`config.mk`:
```
export PLATFORM = sky130hd
export DESIGN_NAME = btb_predictor
export DESIGN_NICKNAME = d
export VERILOG_FILES = /design/src/rtl/btb_pkg.sv /design/src/rtl/btb_tag_match.sv /design/src/rtl/btb_repl_ptr.sv /design/src/rtl/btb_predictor.sv
export SDC_FILE = /design/constraint.sdc
export NUM_CORES = 2
export LEC_CHECK = 0
export BUFFER_PORTS_ARGS = -buffer_cell sky130_fd_sc_hd__buf_4
export CAP_MARGIN = 0
export CORE_MARGIN = 5
export CORE_UTILIZATION = 55
export DETAILED_ROUTE_END_ITERATION = 10
export HOLD_SLACK_MARGIN = 0.05
export PLACE_DENSITY_LB_ADDON = 0.25
export SETUP_SLACK_MARGIN = 0.1
export SLEW_MARGIN = 20
export SYNTH_ARGS = -nofsm -noshare
export SYNTH_HDL_FRONTEND = slang
export SYNTH_HIERARCHICAL = 1
export SYNTH_SLANG_ARGS = --single-unit
export TNS_END_PERCENT = 5
```
`constraint.sdc`:
```
create_clock -name clk_i -period 7.46 [get_ports clk_i]
set_input_delay 1.492 -clock clk_i [delete_from_list [all_inputs] [get_ports clk_i]]
set_output_delay 1.492 -clock clk_i [all_outputs]
set_load 0.005 [all_outputs]
```
`src/rtl/btb_pkg.sv`:
```
package btb_pkg;
  localparam int CNT_W = 2;
  typedef logic [CNT_W-1:0] cnt_t;
  localparam cnt_t CNT_INIT = cnt_t'(1) << (CNT_W - 1);  // weakly taken
  localparam cnt_t CNT_MAX  = '1;
  localparam cnt_t CNT_MIN  = '0;

  function automatic cnt_t cnt_train(input cnt_t c, input logic taken);
    if (taken) return (c == CNT_MAX) ? c : c + cnt_t'(1);
    else       return (c == CNT_MIN) ? c : c - cnt_t'(1);
  endfunction
endpackage

```
`src/rtl/btb_tag_match.sv`:
```
module btb_tag_match #(
  parameter int ENTRIES = 8,
  parameter int ADDR_W  = 32,
  localparam int IDX_W  = $clog2(ENTRIES)
) (
  input  logic              clk_i,
  input  logic              rst_ni,
  input  logic [ENTRIES-1:0] valid_i,
  input  logic [ADDR_W-1:0] tags_i [ENTRIES],
  input  logic [ADDR_W-1:0] key_i,
  output logic              hit_o,
  output logic [IDX_W-1:0]  idx_o
);
  logic [ENTRIES-1:0] match;

  for (genvar g = 0; g < ENTRIES; g++) begin : g_cmp
    assign match[g] = valid_i[g] && (tags_i[g] == key_i);
  end

  always_comb begin
    idx_o = '0;
    for (int i = 0; i < ENTRIES; i++)
      if (match[i]) idx_o = IDX_W'(i);
  end
  assign hit_o = |match;

  // duplicates would make the encoder ambiguous
  AST_MATCH_ONEHOT: assert property (@(posedge clk_i) disable iff (!rst_ni)
    $onehot0(match));
endmodule

```
`src/rtl/btb_repl_ptr.sv`:
```
module btb_repl_ptr #(
  parameter int ENTRIES = 8,
  localparam int IDX_W  = $clog2(ENTRIES)
) (
  input  logic             clk_i,
  input  logic             rst_ni,
  input  logic             adv_i,
  output logic [IDX_W-1:0] ptr_o
);
  always_ff @(posedge clk_i or negedge rst_ni) begin
    if (!rst_ni)    ptr_o <= '0;
    else if (adv_i) ptr_o <= (ptr_o == IDX_W'(ENTRIES - 1)) ? '0 : ptr_o + IDX_W'(1);
  end
endmodule

```
`src/rtl/btb_predictor.sv`:
```
module btb_predictor
  import btb_pkg::*;
#(
  parameter int ENTRIES    = 8,
  parameter int ADDR_W     = 32,
  parameter int INST_BYTES = 4,
  localparam int IDX_W     = $clog2(ENTRIES)
) (
  input  logic              clk_i,
  input  logic              rst_ni,
  input  logic [ADDR_W-1:0] fetch_pc_i,
  input  logic              disp_valid_i,
  input  logic [ADDR_W-1:0] disp_i,
  output logic              hit_o,
  output logic              pred_taken_o,
  output logic [ADDR_W-1:0] next_pc_o,
  input  logic              upd_valid_i,
  input  logic [ADDR_W-1:0] upd_pc_i,
  input  logic [ADDR_W-1:0] upd_target_i,
  input  logic              upd_taken_i
);
  logic [ENTRIES-1:0] valid_q;
  logic [ADDR_W-1:0]  tag_q [ENTRIES];
  logic [ADDR_W-1:0]  tgt_q [ENTRIES];
  cnt_t               cnt_q [ENTRIES];

  logic             lk_hit, upd_hit, alloc;
  logic [IDX_W-1:0] lk_idx, upd_idx, ptr;

  btb_tag_match #(.ENTRIES(ENTRIES), .ADDR_W(ADDR_W)) i_lk_match (
    .clk_i, .rst_ni, .valid_i(valid_q), .tags_i(tag_q),
    .key_i(fetch_pc_i), .hit_o(lk_hit), .idx_o(lk_idx));

  btb_tag_match #(.ENTRIES(ENTRIES), .ADDR_W(ADDR_W)) i_upd_match (
    .clk_i, .rst_ni, .valid_i(valid_q), .tags_i(tag_q),
    .key_i(upd_pc_i), .hit_o(upd_hit), .idx_o(upd_idx));

  assign alloc = upd_valid_i && upd_taken_i && !upd_hit;

  btb_repl_ptr #(.ENTRIES(ENTRIES)) i_repl (
    .clk_i, .rst_ni, .adv_i(alloc), .ptr_o(ptr));

  always_ff @(posedge clk_i or negedge rst_ni) begin
    if (!rst_ni) begin
      valid_q <= '0;
      for (int i = 0; i < ENTRIES; i++) begin
        tag_q[i] <= '0;
        tgt_q[i] <= '0;
        cnt_q[i] <= CNT_MIN;
      end
    end else if (upd_valid_i) begin
      if (upd_hit) begin
        tgt_q[upd_idx] <= upd_target_i;
        cnt_q[upd_idx] <= cnt_train(cnt_q[upd_idx], upd_taken_i);
      end else if (upd_taken_i) begin
        valid_q[ptr] <= 1'b1;
        tag_q[ptr]   <= upd_pc_i;
        tgt_q[ptr]   <= upd_target_i;
        cnt_q[ptr]   <= CNT_INIT;
      end
    end
  end

  // lookup path
  logic [ADDR_W-1:0] seq_pc;
  logic              dyn_taken, static_taken;
  assign seq_pc       = fetch_pc_i + ADDR_W'(INST_BYTES);
  assign dyn_taken    = cnt_q[lk_idx][CNT_W-1];
  assign static_taken = disp_valid_i && disp_i[ADDR_W-1];

  always_comb begin
    hit_o = lk_hit;
    if (lk_hit) begin
      pred_taken_o = dyn_taken;
      next_pc_o    = dyn_taken ? tgt_q[lk_idx] : seq_pc;
    end else if (static_taken) begin
      pred_taken_o = 1'b1;
      next_pc_o    = fetch_pc_i + disp_i;
    end else begin
      pred_taken_o = 1'b0;
      next_pc_o    = seq_pc;
    end
  end

  AST_ALLOC_INSTALLS: assert property (@(posedge clk_i) disable iff (!rst_ni)
    alloc |=> valid_q[$past(ptr)] && tag_q[$past(ptr)] == $past(upd_pc_i));
  AST_NT_NO_ALLOC: assert property (@(posedge clk_i) disable iff (!rst_ni)
    (upd_valid_i && !upd_taken_i && !upd_hit) |=> $stable(valid_q));
  AST_HIT_KEEPS_PTR: assert property (@(posedge clk_i) disable iff (!rst_ni)
    (upd_valid_i && upd_hit) |=> $stable(ptr));
  AST_CNT_SAT_HIGH: assert property (@(posedge clk_i) disable iff (!rst_ni)
    (upd_valid_i && upd_hit && upd_taken_i && cnt_q[upd_idx] == CNT_MAX)
      |=> cnt_q[$past(upd_idx)] == CNT_MAX);
  AST_CNT_SAT_LOW: assert property (@(posedge clk_i) disable iff (!rst_ni)
    (upd_valid_i && upd_hit && !upd_taken_i && cnt_q[upd_idx] == CNT_MIN)
      |=> cnt_q[$past(upd_idx)] == CNT_MIN);
endmodule

```
# --- Word-level counts from Yosys, hierarchy flattened ---
# Index checks and enable logic that the tools add are counted.
classes:
  eq_ne: 18
  addsub: 5
  n_shift: 0
  n_reduce_logical: 29
  n_bitwise: 8
  n_mux: 52
  mul: 0
  div: 0
  magnitude_cmp: 7
ops:
  columns: ["operator", "n"]
  rows:
  - ["bitwise mux 256 bit", 3]
  - ["== test 32 bit", 16]
  - ["2-to-1 mux 256 bit", 2]
  - ["2-to-1 mux 32 bit", 7]
  - ["demux 32 bit (select 3 bit)", 2]
  - ["binary-select mux 32 bit (select 3 bit)", 1]
  - ["adder 32 x 3 -> 32 bit, second input constant", 1]
  - ["adder 32 bit", 1]
  - ["2-to-1 mux 16 bit", 2]
  - ["2-to-1 mux 2 bit", 15]
  - ["2-to-1 mux 3 bit", 9]
  - ["logical AND 1 bit", 22]
  - ["bitwise mux 16 bit", 1]
  - ["bitwise OR 8 bit", 2]
  - ["OR reduction 8 bit", 2]
  - ["binary-select mux 2 bit (select 3 bit)", 2]
  - ["demux 2 bit (select 3 bit)", 2]
  - ["greater-or-equal comparator 4 bit, second input constant", 3]
  - ["inverter 3 -> 4 bit", 3]
  - ["AND 8 bit", 1]
  - ["less-than comparator 4 x 1 -> 1 bit, second input constant", 2]
  - ["inverter 8 bit", 1]
  - ["2-to-1 mux 1 bit", 5]
  - ["less-than comparator 3 x 4 -> 1 bit, second input constant", 1]
  - ["13 further kinds", 13]
word_totals:
  ram_bits: 0
  latch_bits: 0
  register_bits: 539
  n_memories: 0
  rom_bits: 0

# --- Logic depth before layout (Yosys ltp) ---
logic_depth:
  depth_word: 20
  depth_mapped: 17

# --- Cells and area by module ---
# Netlist, hierarchy kept.
by_module_without_submodules:
  columns: ["module", "cells_each", "n_inst", "area_each_um2"]
  rows:
  - ["btb_predictor", 2115, 1, 25359.3]
  - ["btb_tag_match", 391, 2, 3120.5]
  - ["btb_repl_ptr", 11, 1, 142.6]

# --- Least setup slack after synthesis ---
# Ideal clock, no wire load.
synth_timing:
  path_type: "input -> output"
  from: "input fetch_pc_i[16]"
  to: "output next_pc_o[2]"
  cell_stages: 14
  path_buffers: 4
  t_arrival_ns: 4.753
  setup_slack_ns: 1.215
  required_ns: 5.968
  path_cell_list: "buf_2 -> xnor2_1 -> nand4_1 -> nor4_1 -> nand4_1 -> or4_4 -> o21ai_0 -> buf_4 -> buf_4 -> buf_4 -> mux4_2 -> mux2_2 -> o211ai_1 -> o21ai_1"
synth_via:
  elab_chain_cells: 15
synth_rtl:
  columns: ["element", "line", "text"]
  rows:
  - ["start, declared", "btb_predictor.sv:11", "input logic [ADDR_W-1:0] fetch_pc_i,"]
  - ["== test 32 bit", "btb_tag_match.sv:17", "assign match[g] = valid_i[g] && (tags_i[g] == key_i);"]
  - ["logical AND 1 bit", "btb_tag_match.sv:17", null]
  - ["2-to-1 mux 1 bit", "btb_tag_match.sv:23", "if (match[i]) idx_o = IDX_W'(i);"]
  - ["2-to-1 mux 2 bit (2 in a row)", "btb_tag_match.sv:23", null]
  - ["2-to-1 mux 3 bit (3 in a row)", "btb_tag_match.sv:23", null]
  - ["2-to-1 mux 3 bit (*)", "btb_tag_match.sv:23", null]
  - ["net lk_idx[0]", "btb_predictor.sv:28", "logic [IDX_W-1:0] lk_idx, upd_idx, ptr;"]
  - ["inverter 3 -> 4 bit (implied by the code) (*)", "btb_predictor.sv:68, btb_predictor.sv:75", null]
  - ["binary-select mux 32 bit (select 3 bit) or binary-select mux 2 bit (select 3 bit) (tied branches)", "btb_predictor.sv:75, btb_predictor.sv:68", null]
  - ["2-to-1 mux 32 bit (implied by the code) or 2-to-1 mux 2 bit (tied branches) (2 in a row)", "btb_predictor.sv:75, btb_predictor.sv:68", null]
  - ["2-to-1 mux 32 bit (*)", "btb_predictor.sv:75", "next_pc_o = dyn_taken ? tgt_q[lk_idx] : seq_pc;"]
  - ["2-to-1 mux 32 bit (*)", "btb_predictor.sv:73", "if (lk_hit) begin"]
  - ["end, declared", "btb_predictor.sv:16", "output logic [ADDR_W-1:0] next_pc_o,"]
# The timed path passes the listed nets; every way through them passes the cells marked *. The select of a mux whose other input is x is not followed.

# --- Worst setup path in the final report ---
layout_timing:
  from: "input fetch_pc_i[10]"
  to: "output next_pc_o[20]"
layout_rtl:
  columns: ["element", "line"]
  rows:
  - ["== test 32 bit", "btb_tag_match.sv:17"]
  - ["logical AND 1 bit", "btb_tag_match.sv:17"]
  - ["2-to-1 mux 2 bit (2 in a row)", "btb_tag_match.sv:23"]
  - ["2-to-1 mux 3 bit (3 in a row)", "btb_tag_match.sv:23"]
  - ["2-to-1 mux 3 bit (*)", "btb_tag_match.sv:23"]
  - ["net lk_idx[1]", "btb_predictor.sv:28"]
  - ["inverter 3 -> 4 bit (implied by the code) (*)", "btb_predictor.sv:68, btb_predictor.sv:75"]
  - ["binary-select mux 32 bit (select 3 bit) or binary-select mux 2 bit (select 3 bit) (tied branches)", "btb_predictor.sv:75, btb_predictor.sv:68"]
  - ["2-to-1 mux 32 bit (implied by the code) or 2-to-1 mux 2 bit (tied branches) (2 in a row)", "btb_predictor.sv:75, btb_predictor.sv:68"]
  - ["2-to-1 mux 32 bit (*)", "btb_predictor.sv:75"]
  - ["2-to-1 mux 32 bit (*)", "btb_predictor.sv:73"]
# Marks and branches as above.

==> impl_metrics.csv <==
group,metric,value,unit
critical_path,crit_path_end_kind,"primary output",
route,drt-total-wl,100,mm
clock_network,numCtsBuffers,57,
critical_path,timing.rr.start,"tag_q[147]",
critical_path,cp_max_fo,17,
global_route,grt_pass1_wl,151,mm
min_path,hp-class,"reg2reg",
power_and_ir_drop,power.net_switching,4.20,mW
yosys,yosysTopAreaCell,"dfrtp_1",
layout,seqCellArea,13500,µm²
place,dpl_cell_area,33500,µm²
route,ant_nets,0,
yosys,synth_fp_nets,3076,
place,hpwl,68.2,mm
floorplan,ios,167,
critical_path,reg2reg_slack,2.52,ns
global_route,grt_start_max_net_pins,170,
floorplan,die_area,62600,µm²
clock_network,cts_setup_buffers,0,
min_path,hp-start,"tgt_q[188]",
clock_network,clk_latency,0.63,ns
critical_path,rr_endpoint,"cnt_q[5]",
yosys,yosysMostFrequentCell,"dfrtp_1",
clock_network,clockRootBuffer,"clkbuf_16",
critical_path,critPathLaunchType,"primary input",
layout,fin_util,0.615,
place,gp_congestion,0.989,
critical_path,path_class,"in2out",
timing,fmax,143,MHz
layout,drive_gt1_frac,0.266,
clock_network,cts_max_level,2,
critical_path,worstRegToRegCells,14,
clock_network,cts_resized,0,
critical_path,crit_family,"simple AND/OR/NAND/NOR gates",
yosys,yosysSeqAreaShare,0.425,
job,drv_cap,0,
power_and_ir_drop,pwr-share-comb,0.331,
layout,fin_nets,3162,
yosys,synthFlopType,"dfrtp_1",
power_and_ir_drop,static-leakage-power,15.0,nW
critical_path,setup.worst_path.start,"fetch_pc_i[10]",
timing,min_period_over_period,0.934,
critical_path,arrival,5.48,ns
timing,min_period,6.97,ns
global_route,grt_pass1_vias,24495,
floorplan,start_util,0.552,
yosys,synth.top_cell.area_share,0.425,
yosys,synth.yosys.warnings,6,
min_path,holdPathEnd,"tgt_q[188]",
power_and_ir_drop,pwr-share-seq,0.445,
critical_path,crit_chain,"buf_4 > xnor2_1 > nand4_1 > nor4_1 > nand4_1 > or4_4 > nand3_4 > mux4_2 > mux2i_4 > inv_2 > nand2_2 > o22ai_1 > a21o_1 > a211oi_1 > buf_4",
yosys,avgSynthCellArea,10.9,µm²
critical_path,critPathMaxStageDelay,0.61,ns
layout,multi_input_comb_area,17300,µm²
timing,slew_headroom,0.252,
power_and_ir_drop,p_per_area,348,nW/µm²
critical_path,cp_slowest_cell,"or4_4",
timing,skew,0.0184,ns
power_and_ir_drop,pwr-share-clk,0.225,
power_and_ir_drop,p_int,8.12,mW
yosys,synth_area_leaders,"dfrtp_1, mux2_2, xnor2_1",
critical_path,crit_buf_inv,3,
floorplan,core_area,57500,µm²
yosys,synth_area,31700,µm²
route,wire_per_inst,26.3,µm
clock_network,clockBufferDepth,3,
clock_network,cts-hold-fix-buffers,0,
yosys,synth_cells,2908,
min_path,worstHoldPathCells,2,
yosys,synth_seq_cells,539,
floorplan,die_w,250,µm
timing,tightest_slew,1.12,ns
critical_path,cp.required,5.97,ns
clock_network,clk_pin_slew_worst_paths,0.06,ns
layout,fin_area,35300,µm²
route,vias_per_cell,6.27,
yosys,synthArstFlopShare,1.00,
layout,fillers,4631,
global_route,track_usage,0.312,
yosys,netlist-cell-type-count,71,
timing,setup_violations,0,
layout,area_growth,11.3,%
timing,drv_slew,0,
timing,rsz0062_at_grt,"false",
power_and_ir_drop,vdd_drop_max,292,µV
route,num_vias,23817,
clock_network,cts_tree,"yes",
timing,finalHoldViolations,0,
timing,whs,0.477,ns
power_and_ir_drop,p_sw_frac,0.341,
clock_network,cts.sinks,539,
route,drtIter0Drc,2193,
place,place.port_buffers,166,
floorplan,die_h,250,µm
route,drc_errors,0,
run_status,status,"finished clean",
floorplan,fp-row-count,88,
route,drt_first_pass_iters,5,
global_route,overflow,0,
yosys,synth-edff-count,0,
global_route,antenna_found_initial,5,
timing,tns,0,ns
yosys,ys_top_cells_by_count,"dfrtp_1, mux2_2, xnor2_1",
-- placed cells by master (no fill, tap or decap), drive strengths merged, types with 17 or more instances in the layout --
cell,synthesis,routed
a211oi,21,21
a21oi,77,77
and3,23,23
buf,121,221
clkbuf,73,83
dfrtp,539,539
ha,34,34
inv,21,24
mux2,407,407
mux2i,17,17
mux4,64,64
nand2,337,337
nand2b,17,17
nand3,52,52
nand4,96,96
nor2,50,50
nor3,21,21
nor4,56,56
o21ai,184,184
xnor2,378,378
xor2,181,181
-- logic make-up (layout without fill, tap and decap cells) --
group | after synthesis | after routing | share of synthesized area
AOI/OAI and AO/OA | 377 | 377 | 0.0699
xor gates and xnor gates | 559 | 559 | 0.155
adders and majority gates | 37 | 37 | 0.0147
buffers and inverters | 215 | 339 | 0.0343
DFF | 539 | 539 | 0.425
muxes | 488 | 488 | 0.196
other | 0 | 1 | 0
and+or+nand+nor | 693 | 693 | 0.106
-- power by group through the flow --
| stage | sequential [mW] | clock (mW) | combinational, mW |
|---|---|---|---|
| after floorplan | 5.12 | 0 | 3.08 |
| after CTS | 5.43 | 2.80 | 4.06 |
| after global placement | 5.37 | 0 | 3.88 |
| final | 5.47 | 2.77 | 4.07 |
| after global routing | 5.61 | 2.93 | 4.43 |
| after detailed placement | 5.47 | 0 | 4.02 |
-- through the flow --
step	cells	worst slack, ns	total power, mW
after floorplan	2908	1.21	8.20
after global placement	3699	0.581	9.25
after detailed placement	3699	0.564	9.50
after CTS	3796	0.550	12.3
after global routing	3798	0.357	13.0
final	3798	0.490	12.3
-- layout make-up --
| cell class | instances | area share |
|---|---|---|
| inverters | 21 | 0.00223 |
| well taps | 765 | 0.0271 |
| clock inverters | 14 | 0.00478 |
| repair buffers | 221 | 0.0498 |
| diodes | 1 | 0.0000708 |
| multi-input cells | 2154 | 0.489 |
| clock buffers | 83 | 0.0457 |
| flip-flops and latches | 539 | 0.382 |
-- worst max-delay path by stage --
stage                          to  slack (ns)  depth (start not counted)
CTS                 next_pc_o[20]        0.55                         15
finish              next_pc_o[20]        0.49                         15
global route         next_pc_o[3]        0.36                         16
floorplan            next_pc_o[2]        1.21                         14
global placement    next_pc_o[29]        0.58                         14
detailed placement  next_pc_o[20]        0.56                         15
-- sequential cells by signal, summed over array words and instances (netlist names) --
signal        flops
valid_q           8
i_repl/ptr_o      3
cnt_q            16
tag_q           256
tgt_q           256
-- worst register-to-register path, stage by stage (launching register included) --
cell and delay, ns:
dfrtp_1 0.41, xnor2_1 0.18, nand4_1 0.36, nor4_1 0.77, nand3_1 0.26, o21ai_0 0.18, a21oi_1 0.19, o21ai_2 0.66
mux2_2 0.43, a21oi_1 0.14, nor2_1 0.07, a211o_1 0.29, maj3_1 0.37, nor2_2 0.30, a32oi_1 0.16
-- per-layer routing --
layer	up-vias	share of wire	GRT usage	wire length (µm)
li1	10428	-	-	-
met1	12080	0.40	0.405	39700
met2	991	0.47	0.500	46600
met3	312	0.080	0.0690	8010
met4	6	0.056	0.149	5630
met5	-	0.00054	0	54
Power figures use the tool's default switching activity.
